**src/rtl/host_bus_pkg.sv**
```systemverilog
package host_bus_pkg;
  localparam int unsigned DATA_W      = 8;
  localparam int unsigned SYNC_STAGES = 2;
  localparam int unsigned CTL_W       = 3;

  // control bit positions in the synchronized vector
  localparam int unsigned CTL_CS = 0;
  localparam int unsigned CTL_RD = 1;
  localparam int unsigned CTL_WR = 2;

  localparam logic [CTL_W-1:0] CTL_IDLE = '1;
endpackage

```
**src/rtl/hb_sync.sv**
```systemverilog
module hb_sync #(
  parameter int unsigned W       = 1,
  parameter int unsigned STAGES  = 2,
  parameter logic [W-1:0] RST_VAL = '0
) (
  input  logic         clk_i,
  input  logic         rst_ni,
  input  logic [W-1:0] d_i,
  output logic [W-1:0] q_o
);
  logic [W-1:0] stg [STAGES];

  for (genvar g = 0; g < STAGES; g++) begin : g_stage
    if (g == 0) begin : g_first
      always_ff @(posedge clk_i or negedge rst_ni)
        if (!rst_ni) stg[g] <= RST_VAL;
        else         stg[g] <= d_i;
    end else begin : g_next
      always_ff @(posedge clk_i or negedge rst_ni)
        if (!rst_ni) stg[g] <= RST_VAL;
        else         stg[g] <= stg[g-1];
    end
  end

  assign q_o = stg[STAGES-1];
endmodule

```
**src/rtl/hb_edge.sv**
```systemverilog
module hb_edge #(
  parameter int unsigned W       = 1,
  parameter logic [W-1:0] RST_VAL = '0
) (
  input  logic         clk_i,
  input  logic         rst_ni,
  input  logic [W-1:0] lvl_i,
  output logic [W-1:0] rise_o
);
  logic [W-1:0] prev_q;

  always_ff @(posedge clk_i or negedge rst_ni)
    if (!rst_ni) prev_q <= RST_VAL;
    else         prev_q <= lvl_i;

  assign rise_o = lvl_i & ~prev_q;
endmodule

```
**src/rtl/hb_dac_reg.sv**
```systemverilog
module hb_dac_reg #(
  parameter int unsigned W = 8
) (
  input  logic         clk_i,
  input  logic         rst_ni,
  input  logic         load_i,
  input  logic [W-1:0] data_i,
  input  logic         busy_i,
  output logic [W-1:0] code_o,
  output logic         coll_o
);
  always_ff @(posedge clk_i or negedge rst_ni)
    if (!rst_ni) begin
      code_o <= '0;
      coll_o <= 1'b0;
    end else if (load_i) begin
      code_o <= data_i;
      coll_o <= busy_i;   // write still lands, flag records the overlap
    end
endmodule

```
**src/rtl/hb_read_port.sv**
```systemverilog
module hb_read_port #(
  parameter int unsigned W = 8
) (
  input  logic         clk_i,
  input  logic         rst_ni,
  input  logic         done_i,
  input  logic [W-1:0] result_i,
  input  logic         release_i,
  input  logic         cs_ni,
  input  logic         rd_ni,
  output logic [W-1:0] data_o,
  output logic         oe_o,
  output logic         int_no
);
  logic [W-1:0] result_q;

  // host reset must not disturb conversion results
  always_ff @(posedge clk_i)
    if (done_i) result_q <= result_i;

  always_ff @(posedge clk_i or negedge rst_ni)
    if (!rst_ni)        int_no <= 1'b1;
    else if (done_i)    int_no <= 1'b0;
    else if (release_i) int_no <= 1'b1;

  // enable straight from the pins: pad turnaround cannot wait for the synchronizer
  assign oe_o   = ~cs_ni & ~rd_ni;
  assign data_o = oe_o ? result_q : '0;
endmodule

```
**src/rtl/host_bus_if.sv**
```systemverilog
module host_bus_if
  import host_bus_pkg::*;
(
  input  logic              clk_i,
  input  logic              rst_ni,
  input  logic              cs_ni,
  input  logic              rd_ni,
  input  logic              wr_ni,
  input  logic [DATA_W-1:0] bus_data_i,
  output logic [DATA_W-1:0] bus_data_o,
  output logic              bus_oe_o,
  input  logic              conv_busy_i,
  input  logic              conv_done_i,
  input  logic [DATA_W-1:0] conv_result_i,
  output logic [DATA_W-1:0] dac_code_o,
  output logic              int_no,
  output logic              collision_o
);
  logic [CTL_W-1:0]  ctl_raw, ctl_s, ctl_rise;
  logic [DATA_W-1:0] data_s;
  logic              wr_load, rel_evt;

  always_comb begin
    ctl_raw         = '0;
    ctl_raw[CTL_CS] = cs_ni;
    ctl_raw[CTL_RD] = rd_ni;
    ctl_raw[CTL_WR] = wr_ni;
  end

  hb_sync #(.W(CTL_W), .STAGES(SYNC_STAGES), .RST_VAL(CTL_IDLE)) i_ctl_sync (
    .clk_i, .rst_ni, .d_i(ctl_raw), .q_o(ctl_s)
  );

  // data travels beside the strobes so it lines up with the WR edge
  hb_sync #(.W(DATA_W), .STAGES(SYNC_STAGES), .RST_VAL('0)) i_dat_sync (
    .clk_i, .rst_ni, .d_i(bus_data_i), .q_o(data_s)
  );

  hb_edge #(.W(CTL_W), .RST_VAL(CTL_IDLE)) i_ctl_edge (
    .clk_i, .rst_ni, .lvl_i(ctl_s), .rise_o(ctl_rise)
  );

  assign wr_load = ctl_rise[CTL_WR] & ~ctl_s[CTL_CS];
  assign rel_evt = ctl_rise[CTL_CS] | ctl_rise[CTL_RD];

  hb_dac_reg #(.W(DATA_W)) i_dac (
    .clk_i, .rst_ni,
    .load_i(wr_load), .data_i(data_s), .busy_i(conv_busy_i),
    .code_o(dac_code_o), .coll_o(collision_o)
  );

  hb_read_port #(.W(DATA_W)) i_rdp (
    .clk_i, .rst_ni,
    .done_i(conv_done_i), .result_i(conv_result_i), .release_i(rel_evt),
    .cs_ni, .rd_ni,
    .data_o(bus_data_o), .oe_o(bus_oe_o), .int_no
  );
endmodule

```
**config.mk**
```make
export PLATFORM = sky130hd
export DESIGN_NAME = host_bus_if
export DESIGN_NICKNAME = d
export VERILOG_FILES = /design/src/rtl/host_bus_pkg.sv /design/src/rtl/hb_sync.sv /design/src/rtl/hb_edge.sv /design/src/rtl/hb_dac_reg.sv /design/src/rtl/hb_read_port.sv /design/src/rtl/host_bus_if.sv
export SDC_FILE = /design/constraint.sdc
export NUM_CORES = 1
export LEC_CHECK = 0
export BUFFER_PORTS_ARGS = -buffer_cell sky130_fd_sc_hd__buf_2
export CORE_MARGIN = 2
export CORE_UTILIZATION = 48
export DETAILED_ROUTE_END_ITERATION = 16
export GPL_ROUTABILITY_DRIVEN = 1
export PLACE_DENSITY = 0.87
export SLEW_MARGIN = 20
export SYNTH_ARGS = -nofsm -noshare
export SYNTH_HDL_FRONTEND = slang
export SYNTH_SLANG_ARGS = --single-unit
```
**constraint.sdc**
```tcl
create_clock -name clk_i -period 1.4 [get_ports clk_i]
set_input_delay 0.07 -clock clk_i [delete_from_list [all_inputs] [get_ports clk_i]]
set_output_delay 0.07 -clock clk_i [all_outputs]
set_load 0.02 [all_outputs]
```
## Yosys cells after proc, flatten, opt, wreduce, memory -nomap -nowiden

Index checks and enable logic that the tools add are counted.
Widths: inputs -> output; s select.

- Register bits: 43
- Bits of input ports: 23
- Output and inout port bits: 19
- Logic and storage cells: 21

- Mux-type cells: 3
- Bitwise operators: 8
- Reduce and logical (&&, ||, !) cells: 1

Operators by type and width:

| operator | number |
|---|---|
| $mux 8 | 1 |
| $and 3x3->3 | 1 |
| $not 1->1 | 3 |
| $not 3->3 | 1 |
| $and 1x1->1 | 2 |
| $mux 1 | 2 |
| $reduce_bool 2->1 | 1 |
| $or 1x1->1 | 1 |

## Logic depth before layout (Yosys ltp)

- Word-level depth: 5
- Mapped depth: 3
- Mapped depth without buffers: 2

## By module

A second synthesis with hierarchy kept.

- Cell total of the unflattened synthesis: 81
- Area total of the unflattened synthesis: 1547.7 um^2

By module, submodules not included:

| module | instances | cells an instance | area each (um^2) |
|---|---|---|---|
| hb_sync (i_dat_sync) | 1 | 24 | 460.4 |
| hb_read_port | 1 | 21 | 402.9 |
| hb_dac_reg | 1 | 19 | 371.6 |
| hb_sync (i_ctl_sync) | 1 | 9 | 180.2 |
| hb_edge | 1 | 6 | 120.1 |
| host_bus_if | 1 | 2 | 12.5 |

## Worst setup path after synthesis

No wires, ideal clock.

- Kind: reg2reg
- Start point: register i_ctl_sync.stg (netlist bit i_ctl_sync.q_o[2])
- End point: register i_dac.code_o[0]
- Library setup time: 0.125 ns
- Arrival time: 1.131 ns
- Data required time: 1.275 ns
- Setup slack: 0.143 ns
- Stages on the path, launching flop included: 4
- Cells stage by stage: dfstp_2 -> nor3b_2 -> buf_6 -> mux2_4

- Word-level cells in the longest chain between the ends: 2

Ends and longest elaborated chain:

| what | RTL line | text |
|---|---|---|
| from (decl) | hb_sync.sv:11 | `logic [W-1:0] stg [STAGES];` |
| from (signal, indexed assignment) | hb_sync.sv:21 | `else stg[g] <= stg[g-1];` |
| $and 3x3->3 | hb_edge.sv:16 | `assign rise_o = lvl_i & ~prev_q;` |
| $and 1x1->1 | host_bus_if.sv:43 | `assign wr_load = ctl_rise[CTL_WR] & ~ctl_s[CTL_CS];` |
| to (signal assigned) | hb_dac_reg.sv:17 | `code_o <= data_i;` |
| to (decl) | hb_dac_reg.sv:9 | `output logic [W-1:0] code_o,` |

Every way passes these cells.
A chain may end at the register's enable or synchronous reset.

## Worst setup path after layout

- Start point: register i_ctl_sync.stg (netlist bit i_ctl_sync.q_o[2])
- End point: register i_dac.coll_o

- Word-level cells in the longest chain between the ends: 2

Ends and longest elaborated chain:

| what | RTL line | text |
|---|---|---|
| $and 3x3->3 | hb_edge.sv:16 |  |
| $and 1x1->1 | host_bus_if.sv:43 |  |
| to (signal assigned) | hb_dac_reg.sv:18 | `coll_o <= busy_i;` |
| to (decl) | hb_dac_reg.sv:10 | `output logic coll_o` |

Every way passes these cells.

==> impl_metrics.tcl <==
set metrics [dict create \
    drtIter0Drc 8 \
    tns_ps 0 \
    ys_warn_count 0 \
    finalSetupViolations 0 \
    post_drt_via_cell_ratio 4.45 \
    overflow 0 \
    vias 747 \
    postLayoutCellArea_um2 1870 \
    worst_pin_slew_ps 722 \
    fmax_mhz 747 \
    vdd_ir_drop_max_uv 980 \
    holdPathStages 2 \
    cts_setup_buffers 0 \
    p_per_area_nw_per_um2 1260 \
    arrival_ps 1570 \
    fp.dieH_um 57.3 \
    die_x_um 57.3 \
    cts_hold_buf 21 \
    area_delta_synth_final_pct 36.9 \
    crit_type "reg2reg" \
    initial_core_util_pct 49.9 \
    ys_ff_latch 43 \
    pwr-share-clk_pct 24.0 \
    hold_path.class "in2reg" \
    cts_tree "built" \
    r2r_start "i_ctl_sync.q_o[2]" \
    cts.clk_slew.worst_paths_ps 120 \
    drive_above_1_share_pct 50.4 \
    cp-startpoint "i_ctl_sync.q_o[2]" \
    placed_area_um2 1600 \
    grt_pass1_wl_mm 3.82 \
    yosysTopAreaCell "dfrtp_1" \
    drc 0 \
    firstDrtPassIters 4 \
    multi_input_area_um2 220 \
    grt_pass1_vias 766 \
    hpwl_mm 1.34 \
    min_period_ps 1340 \
    htree_levels 2 \
    grt_max_degree 36 \
    finalHoldViolations 0 \
    status "finished, final reports clean" \
    postSynthNetCount 90 \
    wl_per_cell_um 13.8 \
    relSlewSlack_pct 51.9 \
    clock_tree.root_cell "clkbuf_4" \
    synthTopCellsByArea "dfrtp_1 46%, dfstp_2 19%, edfxtp_1 18%, mux2_4 9.9%, and2_1 3.7%" \
    cts_sinks 43 \
    startpoint_type "flop" \
    gp_congestion 0.696 \
    slew_viol_final 0 \
    synth_area_um2 1360 \
    dieArea_um2 3280 \
    seqCellArea_um2 1130 \
    r2r_cells 3 \
    yosysTopAreaCellShare_pct 45.9 \
    antenna_found_initial 0 \
    grt_usage_pct 16.6 \
    cts_inserted_buffers 5 \
    pwr-share-seq_pct 61.2 \
    cts_resized 0 \
    leakage_nw 0.877 \
    diodes 0 \
    synth_cell_types 11 \
    fp-row-count 19 \
    avgSynthCellArea_um2 20.4 \
    postSynthCellCount 67 \
    p_int_mw 1.77 \
    fillers 189 \
    hold_start "conv_done_i" \
    comb_power_share_pct 14.9 \
    postRouteAntennaNets 0 \
    p_sw_share_pct 24.7 \
    clock_path_buffers 2 \
    endpoint_kind "flop" \
    p_switching_mw 0.581 \
    clk_latency_ps 340 \
    drt_wl_total_mm 2.32 \
    fp.coreArea_um2 2730 \
    clock_skew_ps 12.4 \
    cap_violations 0 \
    required_ps 1630 \
    pin_count 42 \
    cp_max_fo 9 \
    period_share_pct 95.6 \
    yosysSeqAreaShare_pct 82.8 \
    grt_setup_unrepaired "false" \
    io_buffers 41 \
    fin_nets 159 \
]
Yosys cell counts, drive strengths merged:
library cell and instances:
nor2 1, dfrtp 25, nand2b 2, nor3b 1, buf 1, and2 8, mux2 9, inv 1
a31oi 1, edfxtp 8, dfstp 10
power by group through the flow:
stage / combinational, mW / sequential, mW / clock (mW)
finish: 0.350 / 1.44 / 0.563
global route: 0.376 / 1.45 / 0.647
CTS: 0.350 / 1.44 / 0.585
detailed placement: 0.304 / 1.46 / 0
global placement: 0.294 / 1.46 / 0
floorplan: 0.110 / 1.52 / 0
path summary, 6_finish.rpt:
path / endpoint / slack (ps)
min in group asynchronous: i_dat_sync.stg[8] / 310
max in group asynchronous: i_dat_sync.q_o[6] / 620
hold / removal: i_rdp.int_no / 10
setup reg to reg: i_dac.coll_o / 60
hold reg to reg: i_dat_sync.q_o[2] / 360
setup / recovery: i_dac.coll_o / 60
logic make-up (layout without fill, tap and decap cells):
logic type	count (synthesis)	in the layout	synth area share, %
flops	43	43	82.8
simple gates	12	12	5.78
mux	9	9	9.91
buf+inv	2	72	1.10
compound gates	1	1	0.459
per-layer routing:
metal / track usage [%] / up-vias / part of all wire (%)
met2: 25.8 / 15 / 53
met1: 20.9 / 366 / 42
met5: 0 / - / 0
met3: 6.58 / 4 / 2.6
met4: 7.31 / 0 / 1.9
li1: - / 362 / -
critical path: stages, from the launching register on:
cell	delay [ps]
dfstp_2	550
nor3b_2	150
buf_4	230
mux2_4	310
area by class of cell:
type | instances | area share (%)
flip-flops and latches | 43 | 60.5
repair buffers | 63 | 22.7
multi-input cells | 22 | 11.8
clock buffers | 6 | 2.21
well taps | 31 | 2.08
clock inverters | 2 | 0.603
inverters | 1 | 0.201
stage by stage:
stage,power (mW),hold WS [ps],setup WS [ps],util [%],instances
2_1_floorplan,1.63,-226,143,-,67
3_3_place_gp,1.75,138,111,58.7,139
3_5_place_dp,1.77,159,76.7,58.7,139
4_1_cts,2.37,13.4,55.1,68.3,168
5_1_grt,2.47,0.222,12.5,68.3,168
6_report,2.35,9.67,61.5,68.3,168
flip-flops by register name, summed over array words and instances, names as in the netlist:
register and cells:
i_ctl_sync.stg 3, i_dac.code_o 8, i_rdp.result_q 8, i_ctl_sync.q_o 3
i_dac.coll_o 1, i_dat_sync.q_o 8, i_ctl_edge.prev_q 3, i_rdp.int_no 1
i_dat_sync.stg 8
cells in the final DEF, fill, tap and decap left out:
cell	Yosys	layout
clkinv_2	0	1
and2_1	8	8
edfxtp_1	8	8
dfstp_2	10	10
clkbuf_1	0	1
a31oi_1	1	1
clkbuf_4	0	5
nand2b_1	2	2
buf_2	0	41
inv_1	1	1
buf_4	0	1
mux2_4	9	9
dfrtp_1	25	25
nor3b_2	1	1
nor2_1	1	1
inv_4	0	1
dlygate4sd3_1	0	21
Power figures use the tool's default switching activity.
